$ cat src/rtl/pwb_pkg.sv
package pwb_pkg;
  localparam int BYTE_W = 8;

  typedef enum logic [1:0] {
    ST_IDLE = 2'd0,
    ST_FILL = 2'd1,
    ST_BUSY = 2'd2
  } seq_state_e;
endpackage

$ cat src/rtl/pwb_page_buf.sv
module pwb_page_buf
  import pwb_pkg::*;
#(
  parameter int PAGE_BYTES = 16
) (
  input  logic                          clk,
  input  logic                          rst_n,
  input  logic                          start_i,
  input  logic [$clog2(PAGE_BYTES)-1:0] start_col_i,
  input  logic                          wr_en_i,
  input  logic [BYTE_W-1:0]             wr_data_i,
  input  logic [$clog2(PAGE_BYTES)-1:0] rd_idx_i,
  output logic [BYTE_W-1:0]             rd_data_o,
  output logic                          rd_loaded_o,
  output logic                          any_loaded_o
);
  localparam int COL_W = $clog2(PAGE_BYTES);

  logic [COL_W-1:0]         col_q, col_d;
  logic [PAGE_BYTES-1:0]    mask_q, mask_d;
  logic [PAGE_BYTES*BYTE_W-1:0] slots_flat;
  logic                     store_en;

  assign store_en = wr_en_i && !start_i;

  always_comb begin
    col_d  = col_q;
    mask_d = mask_q;
    if (start_i) begin
      col_d  = start_col_i;
      mask_d = '0;
    end else if (wr_en_i) begin
      col_d         = col_q + 1'b1;
      mask_d[col_q] = 1'b1;
    end
  end

  always_ff @(posedge clk or negedge rst_n) begin
    if (!rst_n) begin
      col_q  <= '0;
      mask_q <= '0;
    end else begin
      col_q  <= col_d;
      mask_q <= mask_d;
    end
  end

  for (genvar g = 0; g < PAGE_BYTES; g++) begin : g_slot
    logic [BYTE_W-1:0] data_q;
    logic              slot_en;
    assign slot_en = store_en && (col_q == COL_W'(g));
    always_ff @(posedge clk) begin
      if (slot_en) data_q <= wr_data_i;
    end
    assign slots_flat[g*BYTE_W +: BYTE_W] = data_q;
  end

  assign rd_data_o    = slots_flat[rd_idx_i*BYTE_W +: BYTE_W];
  assign rd_loaded_o  = mask_q[rd_idx_i];
  assign any_loaded_o = |mask_q;

  // column wraps inside the page after the last slot
  assert_col_wrap_R2: assert property (@(posedge clk) disable iff (!rst_n)
    (store_en && col_q == COL_W'(PAGE_BYTES-1)) |=> (col_q == '0));

  // a new write command empties the page
  assert_mask_clear_R2: assert property (@(posedge clk) disable iff (!rst_n)
    start_i |=> (mask_q == '0));
endmodule

$ cat src/rtl/pwb_protect.sv
module pwb_protect #(
  parameter int PAGE_W = 7
) (
  input  logic [PAGE_W-1:0] page_i,
  input  logic [1:0]        bp_i,
  output logic              locked_o
);
  logic [1:0] top2;
  assign top2 = page_i[PAGE_W-1 -: 2];

  always_comb begin
    unique case (bp_i)
      2'd0:    locked_o = 1'b0;
      2'd1:    locked_o = &top2;
      2'd2:    locked_o = top2[1];
      default: locked_o = 1'b1;
    endcase
  end
endmodule

$ cat src/rtl/pwb_cycle_timer.sv
module pwb_cycle_timer #(
  parameter int WC_CYCLES = 1000
) (
  input  logic                         clk,
  input  logic                         rst_n,
  input  logic                         start_i,
  input  logic                         run_i,
  output logic [$clog2(WC_CYCLES)-1:0] cnt_o,
  output logic                         last_o
);
  localparam int CNT_W = $clog2(WC_CYCLES);

  logic [CNT_W-1:0] cnt_q, cnt_d;

  always_comb begin
    cnt_d = cnt_q;
    if (start_i)    cnt_d = '0;
    else if (run_i) cnt_d = cnt_q + 1'b1;
  end

  always_ff @(posedge clk or negedge rst_n) begin
    if (!rst_n) cnt_q <= '0;
    else        cnt_q <= cnt_d;
  end

  assign cnt_o  = cnt_q;
  assign last_o = run_i && (cnt_q == CNT_W'(WC_CYCLES-1));

  // the count never runs past the cycle length while running
  assert_cnt_bound_R6: assert property (@(posedge clk) disable iff (!rst_n)
    run_i |-> (32'(cnt_q) < WC_CYCLES));
endmodule

$ cat src/rtl/page_write_seq.sv
module page_write_seq
  import pwb_pkg::*;
#(
  parameter int ADDR_W     = 11,
  parameter int PAGE_BYTES = 16,
  parameter int WC_CYCLES  = 1000   // must exceed PAGE_BYTES
) (
  input  logic              clk,
  input  logic              rst_n,
  input  logic              cmd_valid,
  input  logic              cmd_is_write,
  input  logic [ADDR_W-1:0] cmd_addr,
  input  logic              byte_valid,
  input  logic [7:0]        byte_data,
  input  logic              cs_rise,
  input  logic              cs_aligned,
  input  logic              wel,
  input  logic [1:0]        bp,
  output logic              busy,
  output logic              wel_clr,
  output logic              arr_we,
  output logic [ADDR_W-1:0] arr_addr,
  output logic [7:0]        arr_wdata
);
  localparam int COL_W  = $clog2(PAGE_BYTES);
  localparam int PAGE_W = ADDR_W - COL_W;
  localparam int CNT_W  = $clog2(WC_CYCLES);

  seq_state_e        st_q, st_d;
  logic [PAGE_W-1:0] page_q, page_d;

  logic             open_cmd, fill_wr, seq_ok, go, locked, any_loaded;
  logic             tmr_last, in_commit, slot_loaded;
  logic [CNT_W-1:0] tmr_cnt;
  logic [COL_W-1:0] commit_col;
  logic [7:0]       slot_data;

  assign open_cmd = (st_q == ST_IDLE) && cmd_valid && cmd_is_write;
  assign fill_wr  = (st_q == ST_FILL) && byte_valid;
  assign seq_ok   = any_loaded && cs_aligned && wel && !locked;
  assign go       = (st_q == ST_FILL) && cs_rise && seq_ok;

  always_comb begin
    st_d = st_q;
    unique case (st_q)
      ST_IDLE: if (open_cmd) st_d = ST_FILL;
      ST_FILL: if (cs_rise)  st_d = seq_ok ? ST_BUSY : ST_IDLE;
      ST_BUSY: if (tmr_last) st_d = ST_IDLE;
      default: st_d = ST_IDLE;
    endcase
  end

  always_comb begin
    page_d = page_q;
    if (open_cmd) page_d = cmd_addr[ADDR_W-1:COL_W];
  end

  always_ff @(posedge clk or negedge rst_n) begin
    if (!rst_n) begin
      st_q   <= ST_IDLE;
      page_q <= '0;
    end else begin
      st_q   <= st_d;
      page_q <= page_d;
    end
  end

  pwb_page_buf #(.PAGE_BYTES(PAGE_BYTES)) u_buf (
    .clk         (clk),
    .rst_n       (rst_n),
    .start_i     (open_cmd),
    .start_col_i (cmd_addr[COL_W-1:0]),
    .wr_en_i     (fill_wr),
    .wr_data_i   (byte_data),
    .rd_idx_i    (commit_col),
    .rd_data_o   (slot_data),
    .rd_loaded_o (slot_loaded),
    .any_loaded_o(any_loaded)
  );

  pwb_protect #(.PAGE_W(PAGE_W)) u_prot (
    .page_i  (page_q),
    .bp_i    (bp),
    .locked_o(locked)
  );

  pwb_cycle_timer #(.WC_CYCLES(WC_CYCLES)) u_tmr (
    .clk    (clk),
    .rst_n  (rst_n),
    .start_i(go),
    .run_i  (busy),
    .cnt_o  (tmr_cnt),
    .last_o (tmr_last)
  );

  assign busy       = (st_q == ST_BUSY);
  assign commit_col = COL_W'(tmr_cnt);
  assign in_commit  = busy && (32'(tmr_cnt) < PAGE_BYTES);
  assign arr_we     = in_commit && slot_loaded;
  assign arr_addr   = {page_q, commit_col};
  assign arr_wdata  = slot_data;
  assign wel_clr    = tmr_last;

  // busy only rises after an aligned chip-select edge
  assert_busy_entry_R3: assert property (@(posedge clk) disable iff (!rst_n)
    $rose(busy) |-> $past(cs_rise && cs_aligned));

  // a clear enable latch blocks the cycle
  assert_refuse_wel_R4: assert property (@(posedge clk) disable iff (!rst_n)
    ((st_q == ST_FILL) && cs_rise && !wel) |=> !busy);

  // a protected page blocks the cycle
  assert_refuse_prot_R5: assert property (@(posedge clk) disable iff (!rst_n)
    ((st_q == ST_FILL) && cs_rise && locked) |=> !busy);

  // array writes only happen inside a cycle
  assert_we_in_cycle_R7: assert property (@(posedge clk) disable iff (!rst_n)
    arr_we |-> busy);

  // completion pulse is the last busy clock
  assert_done_last_R8: assert property (@(posedge clk) disable iff (!rst_n)
    wel_clr |-> busy ##1 !busy);

  // nothing ends a cycle early
  assert_busy_hold_R9: assert property (@(posedge clk) disable iff (!rst_n)
    (busy && !wel_clr) |=> busy);
endmodule

$ cat config.mk
export PLATFORM = sky130hd
export DESIGN_NAME = page_write_seq
export DESIGN_NICKNAME = d
export VERILOG_FILES = /design/src/rtl/pwb_pkg.sv /design/src/rtl/pwb_page_buf.sv /design/src/rtl/pwb_protect.sv /design/src/rtl/pwb_cycle_timer.sv /design/src/rtl/page_write_seq.sv
export SDC_FILE = /design/constraint.sdc
export NUM_CORES = 1
export LEC_CHECK = 0
export ABC_AREA = 1
export ABC_CLOCK_PERIOD_IN_PS = 4100
export BUFFER_PORTS_ARGS = -buffer_cell sky130_fd_sc_hd__buf_4
export CAP_MARGIN = 20
export CORE_ASPECT_RATIO = 0.7
export CORE_MARGIN = 2
export CORE_UTILIZATION = 65
export DETAILED_ROUTE_END_ITERATION = 16
export PLACE_DENSITY = 0.9
export SLEW_MARGIN = 15
export SYNTH_ARGS = -nofsm -noshare
export SYNTH_HDL_FRONTEND = slang
export SYNTH_SLANG_ARGS = --single-unit
export TNS_END_PERCENT = 5
$ cat constraint.sdc
create_clock -name clk -period 4.1 [get_ports clk]
set_clock_uncertainty 0.15 [all_clocks]
set_input_delay 1.025 -clock clk [delete_from_list [all_inputs] [get_ports clk]]
set_output_delay 1.025 -clock clk [all_outputs]
set_load 0.05 [all_outputs]
==> impl_summary.txt <==
----------------------------------------------------
[Timing]
  Total count of max-transition violations in the final report ... 0
  Min Clock Period, post-route ... 3.75 ns
  Slew headroom ... 0.275
  Highest attainable clock frequency ... 0.267 GHz
  Worst Tran Pin Value ... 1.08 ns
  Number of failing setup endpoints in the final timing report ... 0
  Post-route fraction of the period consumed by the critical path ... 0.914
  Setup repair after global routing missed its margin ... false
  Total Neg Setup Slack ... 0 ns
  Count of final hold-check violations ... 0

[Power and ir drop]
  Internal power ... 0.00381 W
  Post-layout total power ... 0.00634 W
  Fraction of power spent switching nets ... 0.400
  Maximum resistive drop on vdd ... 0.000504 V
  Combinational share of power ... 0.383
  Net Sw Power ... 0.00253 W
  Cell leakage power ... 3.21 nW
  Pwr dens ... 769 nW/um^2
  Sequential Power Share ... 0.336
  Clock Power Share ... 0.281

[Min path]
  Hold path startpoint ... page_q[1]
  Number of instances on the worst hold path ... 2
  Worst hold path type ... reg -> reg
  Hold endpoint ... page_q[1]

[Global routing]
  Global-route wire length before repair ... 28.0 mm
  Grt ovf ... 0
  Initial antenna violation count ... 1
  Largest net degree at the start of global routing ... 88
  GRT Resource Usage Total ... 0.319
  Vias in the first global route ... 5216

[Clock tree]
  Insertion delay of the later-clocked pin in the worst-skew pair ... 0.42 ns
  Number of H-tree levels ... 4
  Quantity of gates resized following cts ... 0
  Root cell of the clock tree ... sky130_fd_sc_hd__clkbuf_16
  Number of hold buffers added after CTS ... 0
  TritonCTS clock tree ... yes
  Number of clock sinks ... 167
  Post-CTS Repair Setup Buffers ... 0
  Num CTS Buffers ... 17
  Clock Tree Buf Depth ... 2
  Clk slew on worst S/H paths ... 0.06 ns

[Cells and area]
  Number of nets in the layout ... 757
  Number of diodes added for antenna fixing ... 0
  # fillers ... 654
  Most used cells in the layout excluding fill and tap cells ... sky130_fd_sc_hd__nor2_1, sky130_fd_sc_hd__edfxtp_1, sky130_fd_sc_hd__nand2_1, sky130_fd_sc_hd__nand3_1, sky130_fd_sc_hd__buf_4
  Share of layout cells above drive strength 1 ... 0.125
  Area growth from synthesis to final layout ... 14.5%
  Final non-filler cell total ... 888
  Most common cell after layout, fill and taps aside ... sky130_fd_sc_hd__nor2_1

[Die]
  Height of the die ... 92.1 um
  Boundary pin count ... 51
  Die W ... 130 um
  Die Outline Area ... 11900 sq um
  Starting density of the core ... 0.661
  Count of standard-cell rows ... 32
  Floorplan Core Area ... 10900 sq um

[Placement]
  Buffers on Ports ... 50
  Weighted congestion at the end of routability-driven global placement ... 0.895
  Detail Placement HPWL ... 10.7 mm
  Total placed cells including tap cells ... 857

[Critical path]
  Worst Reg-to-Reg Cells ... 5
  Largest stage delay on the critical path ... 0.68 ns
  Largest fanout of any net on the critical path ... 87
  Crit path launch ... u_tmr.cnt_o[0]
  Worst Setup Path Type ... reg -> out
  Worst flop-to-flop path endpoint ... u_buf.g_slot[2].data_q[6]
  Element type at the critical path start ... register
  Critical path data required time ... 2.92 ns
  Data arrival time of the critical path ... 2.57 ns
  Chain of cells forming the critical path ... buf_4, ha_1, nand2_1, nor2_1, nand4_1, nor2_1, buf_4
  Worst R2R Setup Slack ... 1.52 ns
  Nature of the critical path endpoint ... output pin
  Slowest cell on crit path ... sky130_fd_sc_hd__buf_4
  Reg-to-reg startpoint ... st_q[1]

[Routing]
  Drt via density ... 6.23
  Vias ... 5529
  Final Routed Wirelength ... 18.4 mm
  Routed met2 length ... 8.62 mm
  Iteration-0 DRC count of the detailed router ... 882
  Top layer used by detailed routing ... met5
  DR DRC count ... 0
  Mean routed wirelength per cell ... 20.7 um
  First-pass iteration count of the detailed router ... 6
  Antenna violation net count after detailed routing ... 0
  Met1 Wirelength ... 6.97 mm
  Wire length on met3 ... 2.19 mm

[Logic synthesis]
  Syn Std Cell Area ... 7200 sq um
  Synthesized netlist cell count ... 685
  Net count after synthesis ... 719
  Synthesized area divided by synthesized cell count ... 10.5 sq um
  FF+latch count, synth ... 167
  Fraction of the yosys area taken by sequential cells ... 0.669
  Warning count from the yosys run ... 0
  Library cells used by synthesis ... 26

[Run status]
  Result of the run ... finished, final reports clean

[Run]
  Max-cap violations ... 0

----------------------------------------------------
worst max-delay path: cells and delay by family, from the launching register on:
family	cells	cell delay (ns)
adder cells (fa/ha/maj)	1	0.32
buffers and inverters	2	0.89
flip-flops	1	0.37
AND/OR/NAND/NOR	4	0.55
routing by layer:
| layer | vias to the layer above | GRT usage |
|---|---|---|
| li1 | 2405 | - |
| met1 | 2630 | 0.443 |
| met2 | 425 | 0.473 |
| met3 | 67 | 0.0887 |
| met4 | 2 | 0.151 |
| met5 | - | 0 |
cells in the mapped netlist:
cell / n / area (sq um)
sky130_fd_sc_hd__dfrtp_1: 39 / 976
sky130_fd_sc_hd__a21oi_1: 3 / 15.0
sky130_fd_sc_hd__nor3_1: 3 / 15.0
sky130_fd_sc_hd__buf_2: 11 / 55.1
sky130_fd_sc_hd__nand3_2: 1 / 10.0
sky130_fd_sc_hd__nand2_2: 1 / 6.26
sky130_fd_sc_hd__o22ai_1: 14 / 87.6
sky130_fd_sc_hd__buf_4: 9 / 67.6
sky130_fd_sc_hd__buf_1: 2 / 7.51
sky130_fd_sc_hd__clkbuf_1: 9 / 33.8
sky130_fd_sc_hd__o211ai_1: 13 / 97.6
sky130_fd_sc_hd__buf_6: 5 / 56.3
sky130_fd_sc_hd__inv_2: 2 / 7.51
sky130_fd_sc_hd__nand3_1: 69 / 345
sky130_fd_sc_hd__xor2_1: 5 / 43.8
sky130_fd_sc_hd__edfxtp_1: 128 / 3840
sky130_fd_sc_hd__nor2_1: 152 / 571
sky130_fd_sc_hd__o21ai_0: 46 / 230
sky130_fd_sc_hd__ha_1: 5 / 62.6
sky130_fd_sc_hd__o21ai_1: 15 / 75.1
sky130_fd_sc_hd__nor2_2: 1 / 6.26
sky130_fd_sc_hd__inv_1: 43 / 161
sky130_fd_sc_hd__o31ai_1: 1 / 7.51
sky130_fd_sc_hd__nand4_1: 5 / 31.3
sky130_fd_sc_hd__clkinv_1: 2 / 7.51
sky130_fd_sc_hd__nand2_1: 101 / 379
flip-flops by register name, indices dropped and copies added (netlist names):
signal               count
u_buf.mask_q            16
u_buf.col_q              4
u_buf.g_slot.data_q    128
page_q                   7
u_tmr.cnt_o             10
st_q                     2
per-stage QoR:
step | area [sq um] | util | hold slack, ns | worst slack (ns)
floorplan | 7200 | - | 0.320 | 1.15
global placement | 7580 | 0.696 | 0.314 | 0.930
detailed placement | 7580 | 0.696 | 0.316 | 0.905
CTS | 8240 | 0.757 | 0.333 | 0.410
global route | 8240 | 0.757 | 0.350 | 0.220
finish | 8240 | 0.757 | 0.330 | 0.351
cells by family after synthesis:
family,after synthesis,share of synthesized area
AO/OA/AOI/OAI,92,0.0713
XOR/XNOR,5,0.00608
adder cells (fa/ha/maj),5,0.00869
buffers and inverters,83,0.0551
flip-flops,167,0.669
AND/OR/NAND/NOR,333,0.189
how the worst max path moves through the flow:
stage	to	slack [ns]	cells past startpoint
after floorplan	arr_we	1.15	8
after global placement	wel_clr	0.93	7
after detailed placement	wel_clr	0.90	7
after CTS	wel_clr	0.41	7
after global routing	wel_clr	0.22	7
final	wel_clr	0.35	7
power groups by stage:
stage          clock (W)  sequential, W  combinational (W)
4_1_cts          0.00178        0.00213            0.00238
6_report         0.00178        0.00213            0.00243
3_3_place_gp           0        0.00214            0.00224
3_5_place_dp           0        0.00216            0.00232
5_1_grt          0.00184        0.00215            0.00260
2_1_floorplan          0        0.00221            0.00169
area by class of cell:
class,count,area (sq um),share of cell area
Clock buffer,17,425,0.0516
Clock inverter,14,231,0.0281
Inverter,47,176,0.0214
Multi-Input combinational cell,435,1980,0.241
Sequential cell,167,4820,0.585
Tap cell,153,191,0.0232
Timing Repair Buffer,55,413,0.0501
(Power assumes the default switching activity.)
